==> config.mk <==
export PLATFORM = sky130hd
export DESIGN_NAME = crb_regs
export DESIGN_NICKNAME = d
export VERILOG_FILES = /design/src/rtl/crb_pkg.sv /design/src/rtl/crb_wr_dec.sv /design/src/rtl/crb_cmd_ctrl.sv /design/src/rtl/crb_loc.sv /design/src/rtl/crb_regs.sv
export SDC_FILE = /design/constraint.sdc
export NUM_CORES = 1
export LEC_CHECK = 0
export ABC_AREA = 1
export CAP_MARGIN = 20
export CORE_MARGIN = 3
export CORE_UTILIZATION = 38
export DETAILED_ROUTE_END_ITERATION = 7
export PLACE_DENSITY = 0.87
export SYNTH_ARGS = -nofsm -noshare
export SYNTH_HDL_FRONTEND = slang
export SYNTH_HIERARCHICAL = 1
export SYNTH_SLANG_ARGS = --single-unit
==> constraint.sdc <==
create_clock -name clk_i -period 1.1 [get_ports clk_i]
set_input_delay 0.11 -clock clk_i [delete_from_list [all_inputs] [get_ports clk_i]]
set_output_delay 0.11 -clock clk_i [all_outputs]
set_load 0.005 [all_outputs]
==> src/rtl/crb_pkg.sv <==
package crb_pkg;
  localparam int IDX_W  = 4;
  localparam int ADDR_W = IDX_W + 2;

  localparam logic [IDX_W-1:0] IDX_LOC_STATE = 4'd0;
  localparam logic [IDX_W-1:0] IDX_LOC_CTRL  = 4'd1;
  localparam logic [IDX_W-1:0] IDX_LOC_STS   = 4'd2;
  localparam logic [IDX_W-1:0] IDX_INTF_ID   = 4'd3;
  localparam logic [IDX_W-1:0] IDX_CTRL_REQ  = 4'd4;
  localparam logic [IDX_W-1:0] IDX_CTRL_STS  = 4'd5;
  localparam logic [IDX_W-1:0] IDX_CANCEL    = 4'd6;
  localparam logic [IDX_W-1:0] IDX_START     = 4'd7;
  localparam logic [IDX_W-1:0] IDX_CMD_SIZE  = 4'd8;
  localparam logic [IDX_W-1:0] IDX_CMD_ADDR  = 4'd9;
  localparam logic [IDX_W-1:0] IDX_RSP_SIZE  = 4'd10;
  localparam logic [IDX_W-1:0] IDX_RSP_ADDR  = 4'd11;

  typedef struct packed {
    logic             en;
    logic [IDX_W-1:0] idx;
    logic [31:0]      val;
  } wr_cmd_t;

  function automatic logic [31:0] intf_id_word();
    logic [31:0] w;
    w        = '0;
    w[3:0]   = 4'd1;  // type: active
    w[7:4]   = 4'd1;  // version
    w[8]     = 1'b0;  // locality 0 only
    w[9]     = 1'b0;  // fast idle
    w[12:11] = 2'b11; // 64-byte transfers
    w[13]    = 1'b0;  // no FIFO
    w[14]    = 1'b1;  // buffer interface supported
    w[18:17] = 2'd1;  // selector
    return w;
  endfunction
endpackage

==> src/rtl/crb_wr_dec.sv <==
module crb_wr_dec
  import crb_pkg::*;
(
  input  logic             req_i,
  input  logic             we_i,
  input  logic [IDX_W-1:0] idx_i,
  input  logic [1:0]       size_i,
  input  logic [31:0]      wdata_i,
  output wr_cmd_t          wr_o
);
  logic [31:0] lane_mask;

  for (genvar b = 0; b < 4; b++) begin : g_lane
    assign lane_mask[8*b +: 8] = {8{size_i >= 2'(b)}};
  end

  assign wr_o.en  = req_i & we_i;
  assign wr_o.idx = idx_i;
  assign wr_o.val = wdata_i & lane_mask;
endmodule

==> src/rtl/crb_cmd_ctrl.sv <==
module crb_cmd_ctrl
  import crb_pkg::*;
#(
  parameter int LEN_W = 16
) (
  input  logic             clk_i,
  input  logic             rst_ni,
  input  wr_cmd_t          wr_i,
  input  logic [LEN_W-1:0] cmd_len_i,
  input  logic [LEN_W-1:0] be_size_i,
  input  logic             be_done_i,
  input  logic             be_err_i,
  output logic             invoke_o,
  output logic             fatal_o,
  output logic             idle_o,
  output logic             be_req_o,
  output logic [LEN_W-1:0] be_len_o,
  output logic             be_cancel_o
);
  logic invoke_q, fatal_q, idle_q, req_q, cancel_q;
  logic [LEN_W-1:0] len_q;
  logic start_fire, cancel_fire, finish, ctrl_wr;

  assign start_fire  = wr_i.en && wr_i.idx == IDX_START  && wr_i.val == 32'd1 && !invoke_q;
  assign cancel_fire = wr_i.en && wr_i.idx == IDX_CANCEL && wr_i.val == 32'd1 && invoke_q;
  assign finish      = be_done_i && invoke_q;
  assign ctrl_wr     = wr_i.en && wr_i.idx == IDX_CTRL_REQ;

  always_ff @(posedge clk_i or negedge rst_ni) begin
    if (!rst_ni) begin
      invoke_q <= 1'b0;
      fatal_q  <= 1'b0;
      idle_q   <= 1'b0;
      req_q    <= 1'b0;
      cancel_q <= 1'b0;
      len_q    <= '0;
    end else begin
      req_q    <= start_fire;
      cancel_q <= cancel_fire;
      if (start_fire) begin
        invoke_q <= 1'b1;
        len_q    <= (cmd_len_i < be_size_i) ? cmd_len_i : be_size_i;
      end else if (finish) begin
        invoke_q <= 1'b0;
      end
      if (finish && be_err_i) fatal_q <= 1'b1;
      if (ctrl_wr) begin
        if (wr_i.val == 32'd1)      idle_q <= 1'b0;
        else if (wr_i.val == 32'd2) idle_q <= 1'b1;
      end
    end
  end

  assign invoke_o    = invoke_q;
  assign fatal_o     = fatal_q;
  assign idle_o      = idle_q;
  assign be_req_o    = req_q;
  assign be_len_o    = len_q;
  assign be_cancel_o = cancel_q;


  req_single_chk: assert property (@(posedge clk_i) disable iff (!rst_ni)
    be_req_o |=> !be_req_o);

  req_while_busy_chk: assert property (@(posedge clk_i) disable iff (!rst_ni)
    be_req_o |-> invoke_q && !$past(invoke_q));

  cancel_gated_chk: assert property (@(posedge clk_i) disable iff (!rst_ni)
    be_cancel_o |-> $past(invoke_q));

  fatal_sticky_chk: assert property (@(posedge clk_i) disable iff (!rst_ni)
    fatal_q |=> fatal_q);

  stray_done_chk: assert property (@(posedge clk_i) disable iff (!rst_ni)
    (be_done_i && be_err_i && !invoke_q && !fatal_q) |=> !fatal_q);

  len_bound_chk: assert property (@(posedge clk_i) disable iff (!rst_ni)
    be_req_o |-> be_len_o <= $past(be_size_i) && be_len_o <= $past(cmd_len_i));
endmodule

==> src/rtl/crb_loc.sv <==
module crb_loc
  import crb_pkg::*;
(
  input  logic    clk_i,
  input  logic    rst_ni,
  input  wr_cmd_t wr_i,
  output logic    granted_o
);
  logic granted_q;
  logic loc_wr;

  assign loc_wr = wr_i.en && wr_i.idx == IDX_LOC_CTRL;

  always_ff @(posedge clk_i or negedge rst_ni) begin
    if (!rst_ni) begin
      granted_q <= 1'b0;
    end else if (loc_wr) begin
      if (wr_i.val == 32'd1)      granted_q <= 1'b1;
      else if (wr_i.val == 32'd2) granted_q <= 1'b0;
    end
  end

  assign granted_o = granted_q;


  loc_ignore_chk: assert property (@(posedge clk_i) disable iff (!rst_ni)
    (loc_wr && wr_i.val != 32'd1 && wr_i.val != 32'd2) |=> $stable(granted_q));
endmodule

==> src/rtl/crb_regs.sv <==
module crb_regs
  import crb_pkg::*;
#(
  parameter logic [31:0] WIN_BASE = 32'hFED4_0000,
  parameter int          WIN_SIZE = 4096,
  parameter int          BUF_OFF  = 128,
  parameter int          LEN_W    = 16
) (
  input  logic              clk_i,
  input  logic              rst_ni,
  input  logic              req_i,
  input  logic              we_i,
  input  logic [ADDR_W-1:0] addr_i,
  input  logic [1:0]        size_i,
  input  logic [31:0]       wdata_i,
  output logic [31:0]       rdata_o,
  input  logic [LEN_W-1:0]  cmd_len_i,
  input  logic [LEN_W-1:0]  be_size_i,
  output logic              be_req_o,
  output logic [LEN_W-1:0]  be_len_o,
  output logic              be_cancel_o,
  input  logic              be_done_i,
  input  logic              be_err_i
);
  localparam logic [31:0] BUF_SIZE_W = 32'(WIN_SIZE - BUF_OFF);
  localparam logic [31:0] BUF_ADDR_W = WIN_BASE + 32'(BUF_OFF);

  wr_cmd_t          wr;
  logic [IDX_W-1:0] idx;
  logic             invoke, fatal, idle, granted;
  logic [31:0]      word;

  assign idx = addr_i[ADDR_W-1:2];

  crb_wr_dec i_wr_dec (
    .req_i  (req_i),
    .we_i   (we_i),
    .idx_i  (idx),
    .size_i (size_i),
    .wdata_i(wdata_i),
    .wr_o   (wr)
  );

  crb_cmd_ctrl #(.LEN_W(LEN_W)) i_cmd_ctrl (
    .clk_i      (clk_i),
    .rst_ni     (rst_ni),
    .wr_i       (wr),
    .cmd_len_i  (cmd_len_i),
    .be_size_i  (be_size_i),
    .be_done_i  (be_done_i),
    .be_err_i   (be_err_i),
    .invoke_o   (invoke),
    .fatal_o    (fatal),
    .idle_o     (idle),
    .be_req_o   (be_req_o),
    .be_len_o   (be_len_o),
    .be_cancel_o(be_cancel_o)
  );

  crb_loc i_loc (
    .clk_i    (clk_i),
    .rst_ni   (rst_ni),
    .wr_i     (wr),
    .granted_o(granted)
  );

  always_comb begin
    case (idx)
      IDX_LOC_STATE: word = {30'd0, granted, 1'b1};
      IDX_LOC_STS:   word = {31'd0, granted};
      IDX_INTF_ID:   word = intf_id_word();
      IDX_CTRL_STS:  word = {30'd0, idle, fatal};
      IDX_START:     word = {31'd0, invoke};
      IDX_CMD_SIZE,
      IDX_RSP_SIZE:  word = BUF_SIZE_W;
      IDX_CMD_ADDR,
      IDX_RSP_ADDR:  word = BUF_ADDR_W;
      default:       word = '0;
    endcase
  end

  assign rdata_o = (req_i && !we_i) ? (word >> {addr_i[1:0], 3'b000}) : '0;


  rd_idle_zero_chk: assert property (@(posedge clk_i) disable iff (!rst_ni)
    !(req_i && !we_i) |-> rdata_o == '0);

  done_clears_chk: assert property (@(posedge clk_i) disable iff (!rst_ni)
    (be_done_i && invoke) |=> !invoke);
endmodule

# Word level (Yosys, flattened, before mapping)
# Index checks and enable logic that the tools add are counted.
[totals] reg_bits=22 elab_cells=57
[classes] n_eq_ne=13 n_lt_le_gt_ge=5 n_reduce_logical=20 n_bitwise=2 shifts=1 mux=9
[op_table] op="$pmux W32 S7" count=1
[op_table] op="$and A32 B32 Y32" count=1
[op_table] op="$eq A32 B1 Y1 const B" count=1
[op_table] op="$eq A32 B2 Y1 const B" count=1
[op_table] op="$mux W32" count=1
[op_table] op="$shr A32 B5 Y32" count=1
[op_table] op="$eq A4 B3 Y1 const B" count=4
[op_table] op="$eq A4 B4 Y1 const B" count=4
[op_table] op="$lt A16 B16 Y1" count=1
[op_table] op="$mux W16" count=1
[op_table] op="$logic_and A1 B1 Y1" count=11
[op_table] op="$eq A4 B2 Y1 const B" count=2
[op_table] op="$mux W1" count=6
[op_table] op="$eq A4 B1 Y1 const B" count=1
[op_table] op="$ge A2 B1 Y1 const B" count=2
[op_table] op="$ge A2 B2 Y1 const B" count=2
[op_table] op="$logic_not A4 Y1" count=1
[op_table] op="$reduce_and A2 Y1" count=2
[op_table] op="$reduce_bool A2 Y1" count=2
[op_table] op="$reduce_or A2 Y1" count=2
[op_table] op="$logic_not A1 Y1" count=2
[op_table] op="$and A1 B1 Y1" count=1

# Depth between registers and ports, before layout
[depth] word_depth=6 ltp_mapped=14 mapped_depth_nobuf=13

# By module
# Netlist, hierarchy kept.
[by_module_without_submodules] module="crb_cmd_ctrl" seq_area_each_um2=525.5 cells_each=242 n_inst=1 area_per_inst_um2=1700.4
[by_module_without_submodules] module="crb_regs" seq_area_each_um2=0.0 cells_each=85 n_inst=1 area_per_inst_um2=447.9
[by_module_without_submodules] module="crb_wr_dec" seq_area_each_um2=0.0 cells_each=65 n_inst=1 area_per_inst_um2=331.6
[by_module_without_submodules] module="crb_loc" seq_area_each_um2=25.0 cells_each=44 n_inst=1 area_per_inst_um2=210.2

# Worst setup path before layout
# No wires, ideal clock.
[synth_path] path_kind="input -> register" from="in size_i[1]" to="reg i_cmd_ctrl.len_q[10] (netlist: i_cmd_ctrl/be_len_o[10])" setup_slack_ps=-452 arrival_time_ps=1435 n_path_buf=2 path_stages=13 path_cell_list="buf_6 > nor2_4 > nor2_1 > nor2_1 > nor3b_2 > nand3_1 > nor2_2 > nand2_4 > nor2_8 > inv_6 > buf_8 > nand2_1 > nand2_1"
[synth_lines] item="start, declared" line_no="crb_regs.sv:14" text="input logic [1:0] size_i,"
[synth_lines] item="end signal, assigned" line_no="crb_cmd_ctrl.sv:42" text="len_q <= (cmd_len_i < be_size_i) ? cmd_len_i : be_size_i;"
[synth_lines] item="end, declared" line_no="crb_cmd_ctrl.sv:21" text="logic [LEN_W-1:0] len_q;"

# Worst setup path after layout
[layout_path] from="in wdata_i[1]" to="reg i_cmd_ctrl.len_q[12] (netlist: i_cmd_ctrl/be_len_o[12])"
[layout_between] elab_chain_cells=4
[layout_rtl] item="start, declared" line_no="crb_regs.sv:15" text="input logic [31:0] wdata_i,"
[layout_rtl] item="$and A32 B32 Y32" line_no="crb_wr_dec.sv:19" text="assign wr_o.val = wdata_i & lane_mask;"
[layout_rtl] item="$eq A32 B1 Y1" line_no="crb_cmd_ctrl.sv:24" text="assign start_fire = wr_i.en && wr_i.idx == IDX_START && wr_i.val == 32'd1 && !invoke_q;"
[layout_rtl] item="$logic_and A1 B1 Y1 (2 in series)" line_no="crb_cmd_ctrl.sv:24"
# Every way passes these cells.
# A chain may end at the register's enable or synchronous reset.

==> results.cfg <==
[global_route]
grt_pass1_vias = 4133
grt_overflow = 0
grt_pass1_wl_um = 19100
track_usage_pct = 28.2
antenna_found_initial = 0
grt_max_degree = 23

[synthesis]
synth_top_area_share_pct = 20.5
yosys.area.top_type = dfrtp_1
yosysUniqueCellTypes = 36
avgSynthCellArea_um2 = 6.17
async_flop_share_pct = 100
postSynthCellCount = 436
synth.area.top_cells = dfrtp_1 (20%), nand2_1 (14%), inv_1 (12%), nand3_1 (8.7%), nor2_1 (7.8%)
ys.flop_type = dfrtp_1
yosysSeqAreaShare_pct = 20.5
netlist_area_um2 = 2690
yosysWarnings = 6
ys_ff_latch = 22
synth_edf_count = 0

[cells_and_area]
final_common_cell = buf_4
syn_to_final_growth_pct = 117
finish.utilization_pct = 85.5
fin_nets = 768
antenna_cells = 0
drive_above_1_share_pct = 56.9
fill_cells = 310
mostFrequentLayoutCells = buf_4 (96), nand2_1 (67), inv_1 (57), buf_6 (42), nor2_1 (31)

[run_status]
status = complete, but fails checks
violations = setup timing

[detailed_routing]
drc = 0
via_count = 4107
post_drt_via_cell_ratio = 5.34
drt_pass1_iterations = 5
drt-wirelength-per-cell_um = 18.7
routed_wl_um = 14400
drt_iter0_drc = 227
ant_nets = 0

[clocking]
cts_tree = built
clk_pin_slew_ns = 0.08
clock-sinks = 22
numCtsBuffers = 3
cts_max_path_buffers = 2
htree_levels = 1
worstSkewPairLatency_ns = 0.27
root_buffer = clkbuf_8

[critical_path]
cp.arrival_ns = 1.72
cp.required_ns = 1.26
end_kind = flip-flop
cp_max_fo = 5
path_class = in -> reg
start_kind = input pin

[sta]
slew_violations = 0
finalSetupViolCount = 45
hold_ws_ns = 0.199
final_hold_viol_count = 0
setup_tns_ns = -11.11
fmax_mhz = 640
finClkSkew_ns = 0.00290
period_needed_ns = 1.56
rsz0062_at_grt = true
post-route-period-util_pct = 142
post-route-worst-setup-slack_ns = -0.463

[floorplan]
std_cell_rows = 30
die_h_um = 90.1
die_w_um = 90.1
ios = 128
core_um2 = 6830
initial_core_util_pct = 39.4
die_area_um2 = 8120

[placed_design]
preCtsSetupSlack_ns = -1.01
gp_congestion = 0.874
dp_hpwl_um = 6800
port_buffers = 125

[power_and_ir_drop]
p_total_w = 0.00306
power_density_nw_per_um2 = 524
peakVddDrop_v = 0.000538
p_leak_nw = 3.21

[hold_path]
hold_class = in -> async

[run]
max_cap_violations = 0
-- stage by stage --
| stage | cells | area (um2) |
|---|---|---|
| floorplan | 437 | 2710 |
| global placement | 684 | 4290 |
| detailed placement | 684 | 4290 |
| CTS | 750 | 5280 |
| global route | 769 | 5840 |
| finish | 769 | 5840 |
-- path summary, 6_finish.rpt --
check | start | to | slack (ns) | cells after the start
setup / recovery | wdata_i[1] | i_cmd_ctrl/be_len_o[12]$_DFFE_PN0P_ | -0.46 | 12
hold / removal | rst_ni | i_cmd_ctrl/be_len_o[0]$_DFFE_PN0P_ | 0.20 | 2
setup reg to reg | i_cmd_ctrl/invoke_o$_DFFE_PN0P_ | i_cmd_ctrl/be_len_o[12]$_DFFE_PN0P_ | -0.18 | 7
hold reg to reg | i_cmd_ctrl/fatal_o$_DFFE_PN0P_ | i_cmd_ctrl/fatal_o$_DFFE_PN0P_ | 0.48 | 1
max in group asynchronous | rst_ni | i_loc/granted_o$_DFFE_PN0P_ | 0.66 | 2
min in group clk_i | cmd_len_i[1] | i_cmd_ctrl/be_len_o[1]$_DFFE_PN0P_ | 0.25 | 5
-- area by class of cell --
class | instances | area [um2] | share of cell area [%]
Multi-Input combinational cell | 297 | 2370 | 40.5
Clock buffer | 3 | 41.3 | 0.707
Sequential cell | 22 | 551 | 9.43
Inverter | 88 | 360 | 6.17
Tap cell | 96 | 120 | 2.06
Timing Repair Buffer | 261 | 2380 | 40.8
Timing Repair inverter | 2 | 20.0 | 0.343
-- cells by family after synthesis --
family | count (synthesis) | synth area share [%]
DFF | 22 | 20.5
AOI/OAI and AO/OA | 20 | 4.37
and+or+nand+nor | 259 | 46.7
buffers and inverters | 119 | 21.4
adders and majority gates | 15 | 6.98
other | 1 | 0.139
-- per-layer routing --
layer  routed length [um]  GRT usage, %  share of wire, %
met3                  882          2.85               6.1
met5                    0             0                 0
met1                 4730          28.3                33
met2                 7530          55.4                52
met4                 1270          16.6               8.8
-- report_power, final --
group,internal [W],leakage [nW],switching (W)
sequential,0.000811,0.296,0.00000154
combinational,0.000852,2.90,0.000873
clock,0.000245,0.0216,0.000281
total,0.00191,3.21,0.00116
-- Yosys cell counts, types with 2 or more instances --
cell and n:
nand2_1 100, inv_1 83, nor2_1 56, nand3_1 47
buf_4 25, dfrtp_1 22, ha_1 15, nor2_2 14
nand2_2 10, a21oi_1 9, nor3_1 7, inv_2 4
nand4_1 4, nor2_4 4, buf_2 3, o21ai_0 3
o21ai_1 3, buf_6 2, nand2_4 2, nand3b_1 2
nor3b_2 2, nor4_1 2, nor4_2 2, o21ai_2 2
or2_1 2
-- registers in the layout, indices dropped and copies added (netlist names) --
signal	flops
i_cmd_ctrl/be_cancel_o	1
i_cmd_ctrl/be_len_o	16
i_cmd_ctrl/be_req_o	1
i_cmd_ctrl/fatal_o	1
i_cmd_ctrl/idle_o	1
i_cmd_ctrl/invoke_o	1
i_loc/granted_o	1
-- what timing repair did --
action / in CTS / in global routing
pin swaps: 85 / 92
endpoints found under the setup margin: 69 / 51
buffers inserted: 67 / 34
resized for setup: 348 / 175
hold buffers: 0 / 0
cloned: 4 / 2
-- critical path, cell delays in order --
cell             delay, ns
clkdlybuf4s50_1       0.45
inv_1                 0.12
nand2_1               0.09
nor3_4                0.16
nand2_2               0.10
nor2_4                0.15
nand2_4               0.08
nor2_8                0.12
buf_6                 0.13
clkinv_8              0.08
nand2_4               0.06
nand2_2               0.06
(Power assumes the default switching activity.)
